$ cat src/rtl/ecc_cap_pkg.sv
package ecc_cap_pkg;
  localparam int SIZE_W = 4;
  localparam int SYND_W = 8;
  localparam int WORD_W = 32;
  localparam int FLAG_W = 3;

  typedef struct packed {
    logic [SIZE_W-1:0] size;
    logic              is_read;
    logic [SYND_W-1:0] synd;
    logic              chk;
    logic              dbl;
    logic              sgl;
  } capture_t;

  localparam int CAP_W = $bits(capture_t);
  localparam int PAD_W = WORD_W - CAP_W;

  // Big-endian bit k of the word is vector bit WORD_W-1-k, so the
  // struct occupies the low half with single-bit at vector bit 0.
  function automatic logic [WORD_W-1:0] pack_status(input capture_t c);
    return {{PAD_W{1'b0}}, c};
  endfunction

  function automatic logic [FLAG_W-1:0] flags_of(input capture_t c);
    return {c.chk, c.dbl, c.sgl};
  endfunction
endpackage

$ cat src/rtl/ecc_cap_ctrl.sv
module ecc_cap_ctrl
  import ecc_cap_pkg::*;
(
  input  logic              clk,
  input  logic              rst,
  input  logic              clr_req,
  input  logic              err_any,
  input  logic [FLAG_W-1:0] flags_q,
  output logic              armed,
  output logic              load,
  output logic              clr
);
  assign armed = (flags_q == '0);
  assign clr   = clr_req;
  assign load  = armed && err_any && !clr_req;

  // a clear beside a strobe leaves the register armed
  a_r6_clear_wins: assert property (@(posedge clk) disable iff (rst)
    (clr_req && err_any) |=> armed);
  // a load raises at least one flag
  a_r3_load_sets_flag: assert property (@(posedge clk) disable iff (rst)
    load |=> !armed);
  // no load while disarmed
  a_r4_no_load_disarmed: assert property (@(posedge clk) disable iff (rst)
    !armed |-> !load);
endmodule

$ cat src/rtl/ecc_cap_hold.sv
module ecc_cap_hold
  import ecc_cap_pkg::*;
#(
  parameter int ADDR_W = 32
) (
  input  logic              clk,
  input  logic              rst,
  input  logic              load,
  input  logic              clr,
  input  capture_t          cap_in,
  input  logic [ADDR_W-1:0] addr_in,
  output capture_t          cap_q,
  output logic [ADDR_W-1:0] addr_q
);
  always_ff @(posedge clk) begin
    if (rst || clr) begin
      cap_q  <= '0;
      addr_q <= '0;
    end else if (load) begin
      cap_q  <= cap_in;
      addr_q <= addr_in;
    end
  end

  // a clear empties both words
  a_r5_clear_empties: assert property (@(posedge clk) disable iff (rst)
    clr |=> (cap_q == '0 && addr_q == '0));
  // without load or clear the record is frozen
  a_r4_frozen: assert property (@(posedge clk) disable iff (rst)
    (!load && !clr) |=> ($stable(cap_q) && $stable(addr_q)));
  // load copies the inputs
  a_r3_load_copies: assert property (@(posedge clk) disable iff (rst)
    load |=> (cap_q == $past(cap_in) && addr_q == $past(addr_in)));
endmodule

$ cat src/rtl/ecc_cap_rdmux.sv
module ecc_cap_rdmux
  import ecc_cap_pkg::*;
#(
  parameter int ADDR_W = 32
) (
  input  logic              sel,
  input  logic [WORD_W-1:0] status,
  input  logic [ADDR_W-1:0] addr,
  output logic [WORD_W-1:0] rdata
);
  always_comb begin
    if (sel) rdata = WORD_W'(addr);
    else     rdata = status;
  end
endmodule

$ cat src/rtl/ecc_err_status.sv
module ecc_err_status
  import ecc_cap_pkg::*;
#(
  parameter int ADDR_W = 32
) (
  input  logic              clk,
  input  logic              rst,
  input  logic              err_single,
  input  logic              err_double,
  input  logic              err_check,
  input  logic [7:0]        err_syndrome,
  input  logic [3:0]        err_size,
  input  logic              err_is_read,
  input  logic [ADDR_W-1:0] err_addr_in,
  input  logic              bus_wr,
  input  logic              bus_sel,
  input  logic [31:0]       bus_wdata,
  output logic [31:0]       bus_rdata,
  output logic [31:0]       status_word,
  output logic [ADDR_W-1:0] err_addr
);
  capture_t cap_in, cap_q;
  logic     err_any, clr_req, armed, load, clr;

  assign err_any = err_single | err_double | err_check;
  assign clr_req = bus_wr && !bus_sel;

  always_comb begin
    cap_in.size    = err_size;
    cap_in.is_read = err_is_read;
    cap_in.synd    = err_syndrome;
    cap_in.chk     = err_check;
    cap_in.dbl     = err_double;
    cap_in.sgl     = err_single;
  end

  ecc_cap_ctrl u_ctrl (
    .clk(clk), .rst(rst), .clr_req(clr_req), .err_any(err_any),
    .flags_q(flags_of(cap_q)), .armed(armed), .load(load), .clr(clr)
  );

  ecc_cap_hold #(.ADDR_W(ADDR_W)) u_hold (
    .clk(clk), .rst(rst), .load(load), .clr(clr), .cap_in(cap_in),
    .addr_in(err_addr_in), .cap_q(cap_q), .addr_q(err_addr)
  );

  assign status_word = pack_status(cap_q);

  ecc_cap_rdmux #(.ADDR_W(ADDR_W)) u_rdmux (
    .sel(bus_sel), .status(status_word), .addr(err_addr), .rdata(bus_rdata)
  );

  // reserved half reads zero
  a_r2_reserved_zero: assert property (@(posedge clk) disable iff (rst)
    status_word[31:16] == 16'h0);
  // clear independent of write data
  a_r5_any_data: assert property (@(posedge clk) disable iff (rst)
    (bus_wr && !bus_sel && bus_wdata != 32'h0) |=> status_word == 32'h0);
  // address-word write leaves the address alone unless a capture loads
  a_r8_addr_ro: assert property (@(posedge clk) disable iff (rst)
    (bus_wr && bus_sel && !load) |=> $stable(err_addr));
  // double-only capture keeps the syndrome
  a_r7_dbl_synd: assert property (@(posedge clk) disable iff (rst)
    (load && err_double && !err_single && !err_check) |=>
      status_word[10:3] == $past(err_syndrome));
endmodule

$ cat config.mk
export PLATFORM = sky130hd
export DESIGN_NAME = ecc_err_status
export DESIGN_NICKNAME = d
export VERILOG_FILES = /design/src/rtl/ecc_cap_pkg.sv /design/src/rtl/ecc_cap_ctrl.sv /design/src/rtl/ecc_cap_hold.sv /design/src/rtl/ecc_cap_rdmux.sv /design/src/rtl/ecc_err_status.sv
export SDC_FILE = /design/constraint.sdc
export NUM_CORES = 1
export LEC_CHECK = 0
export ABC_AREA = 1
export BUFFER_PORTS_ARGS = -buffer_cell sky130_fd_sc_hd__buf_2
export CORE_MARGIN = 2
export CORE_UTILIZATION = 42
export DETAILED_ROUTE_END_ITERATION = 8
export PLACE_DENSITY = 0.81
export SYNTH_ARGS = -nofsm -noshare
export SYNTH_HDL_FRONTEND = slang
export SYNTH_HIERARCHICAL = 1
export SYNTH_SLANG_ARGS = --single-unit
$ cat constraint.sdc
create_clock -name clk -period 1.5 [get_ports clk]
set_input_delay 0.3 -clock clk [delete_from_list [all_inputs] [get_ports clk]]
set_output_delay 0.3 -clock clk [all_outputs]
set_load 0.1 [all_outputs]
* After elaboration in Yosys (flattened, before gate mapping) *
Index checks and enable logic that the tools add are counted.
W data, S select, Z words.

word-level totals
  register bits = 48
  latch bits = 0
  bits in writable memories = 0
  bits in read-only memories = 0
  input port bits = 84
  output and inout bits = 96
  logic and storage cells = 17
  memories = 0

operators by class
  $add $sub $neg = 0
  multiply operators = 0
  divide/modulo/power cells = 0
  order comparisons = 0
  equality and inequality tests = 0
  shifts and indexed selects = 0
  mux-type cells = 1
  bitwise gates (word level) = 2
  reductions and logical operators = 7

operator list
  cell                 count
  $mux W32             1
  $logic_and A1 B1 Y1  3
  $logic_not A3 Y1     1
  $logic_not A1 Y1     2
  $or A1 B1 Y1         2
  $logic_or A1 B1 Y1   1

* Depth between registers and ports, before layout *
  depth after elaboration = 4
  gate-level depth with buffers = 10
  gate-level depth less buffers = 8

* By module *
Netlist, hierarchy kept.

by module, submodules not included
  module          times used  cells an instance  area an instance (um2)  sequential area each (um2)
  ecc_cap_hold    1           305                1979.4                  960.9
  ecc_cap_rdmux   1           104                491.7                   0.0
  ecc_err_status  1           22                 142.6                   0.0
  ecc_cap_ctrl    1           8                  36.3                    0.0

* Worst setup path before layout *
OpenSTA, ideal clock, no wires.

  path kind = register to output
  start point = register u_hold.addr_q[0]
  end point = output bus_rdata[0]
  arrival = 1736 ps
  data required time = 1200 ps
  setup slack = -536 ps
  cell stages (with the launch flop) = 3
  path buffers = 0
  cell sequence = dfxtp_1 -> nand2_1 -> nand2_1

between the ends
  cells in the longest elaborated chain, start to end = 1

ends and longest elaborated chain
  item                    line                  source
  start, declared         ecc_cap_hold.sv:13    output logic [ADDR_W-1:0] addr_q
  start signal, assigned  ecc_cap_hold.sv:21    addr_q <= addr_in;
  $mux W32                ecc_cap_rdmux.sv:12   if (sel) rdata = WORD_W'(addr);
  end, declared           ecc_err_status.sv:18  output logic [31:0] bus_rdata,

No other way between the ends.

* Worst setup path after layout *
  start point = register u_hold/cap_q[1] (netlist name)
  end point = output status_word[1]

RTL lines
  item           line                  source
  end, declared  ecc_err_status.sv:19  output logic [31:0] status_word,

No word-level cell between the ends.

==> flow_summary.yaml <==
layout:
  layout.nets: 659
  drive_gt1_share_pct: 41.49
  mostFrequentLayoutCell: "nand2_1"
  synthToLayoutAreaGrowth_pct: 52.15
  final_cell_mix: "153 x nand2_1, 99 x nor2_1, 99 x buf_2"
  insertedDiodeCount: 0
die:
  pin_count: 180
  fp-row-count: 28
  die_area_um2: 6951
  fp.dieW_um: 83.38
  start_util_pct: 44.17
  die_h_um: 83.38
  core_area_um2: 5991
timing:
  rsz0062_at_grt: "false"
  slew_violations: 0
  min_period_ps: 1395
  timing.hold.ws_ps: 284.5
  period_share_pct: 92.98
  final_hold_viol_count: 0
  setup_violations: 0
  fin_skew_ps: 10.84
  max_freq_ghz: 0.7170
  tns_ps: 0
worst_setup_path:
  crit_required_ps: 1200
  critPathTopFamily: "buffers and inverters"
  crit_fanout: 4
  cp_slowest_cell: "buf_2"
  path_buf_inv: 1
  cp_slowest_stage_delay_ps: 420
  crit_path_start_kind: "flip-flop"
  cp_cell_sequence: "buf_2"
  path_class: "flip-flop to primary output"
  endpoint_kind: "primary output"
  crit_arrival_ps: 1090
yosys:
  synthCells: 438
  syn_area_per_cell_um2: 6.042
  syn_area_um2: 2646
  ys.warnings.count: 6
power:
  power.density_nw_per_um2: 1549
  ir_worst_vdd_mv: 0.8387
  p_leak_nw: 2.295
  finalPower_mw: 6.236
status:
  outcome: "finished, final reports clean"
drt:
  drt-total-wl_mm: 6.845
  ant_nets: 0
  vias: 2818
  route.detailed.drc: 0
  avgViaCountPerCell: 4.329
  drtIter0Drc: 103
  firstDrtPassIters: 4
  wl_per_cell_um: 10.51
grt:
  track_usage_pct: 19.47
  grt_pass1_wl_mm: 11.35
  grt_max_degree: 51
  grt_pass1_vias: 2586
  antenna_found_initial: 0
  overflow: 0
clocking:
  ctsHoldBuffers: 0
  cts_tree: "done"
  cts_buffers: 5
  cts-resized-gates: 0
  clk_pin_slew_ps: 90
  htree_levels: 2
  clockRootBuffer: "clkbuf_8"
  clk_path_buf_depth: 2
  cts.sinks: 48
  post_cts_buffers: 0
  clk_latency_ps: 290
place:
  numPortBuffers: 131
  place.gp.congestion: 0.8528
  dpl.hpwl_mm: 5.353
worst_hold_path:
  hold_class: "input port to flip-flop"
run:
  cap_violations: 0
final cells by class:
type	count	area, µm²
flip-flops and latches	48	1028
clock buffers	5	68.82
inverters	53	211.5
repair buffers	139	1259
clock inverters	3	13.76
well taps	75	93.84
multi-input cells	328	1351
fillers	512	1964
metal layers:
metal | up-vias | part of all wire [%] | global-route usage, %
met5 | - | 0 | 0
met4 | 0 | 1.4 | 7.154
met3 | 8 | 5.1 | 3.181
met2 | 91 | 54 | 37.76
met1 | 1253 | 39 | 20.87
li1 | 1466 | - | -
registers in the layout, summed over array words and instances (netlist names):
signal / cells
u_hold/addr_q: 32
u_hold/cap_q: 16
per-stage QoR:
stage                     cell area, µm²  util (%)  setup slack (ps)  std cells
after floorplan                     2910         -             15.94        469
after CTS                           4021     67.13             63.15        651
after global placement              3939     65.75             69.03        643
after global routing                4026     67.21             40.96        651
final                               4026     67.21             105.3        651
after detailed placement            3939     65.75             66.63        643
power breakdown:
part	switching (mW)	internal [mW]	total [mW]
Sequential	0.144	1.49	1.64
Combinational	2.98	0.907	3.88
Clock	0.397	0.317	0.714
final timing paths:
| path | startpoint | endpoint | slack [ps] | cells past startpoint |
|---|---|---|---|---|
| min reg2reg | u_hold/cap_q[15] | u_hold/cap_q[15] | 480 | 2 |
| max reg2reg | u_hold/cap_q[1] | u_hold/addr_q[5] | 260 | 7 |
| min | err_addr_in[1] | u_hold/addr_q[1] | 280 | 5 |
| max | u_hold/cap_q[1] | status_word[1] | 110 | 1 |
Power figures use the tool's default switching activity.
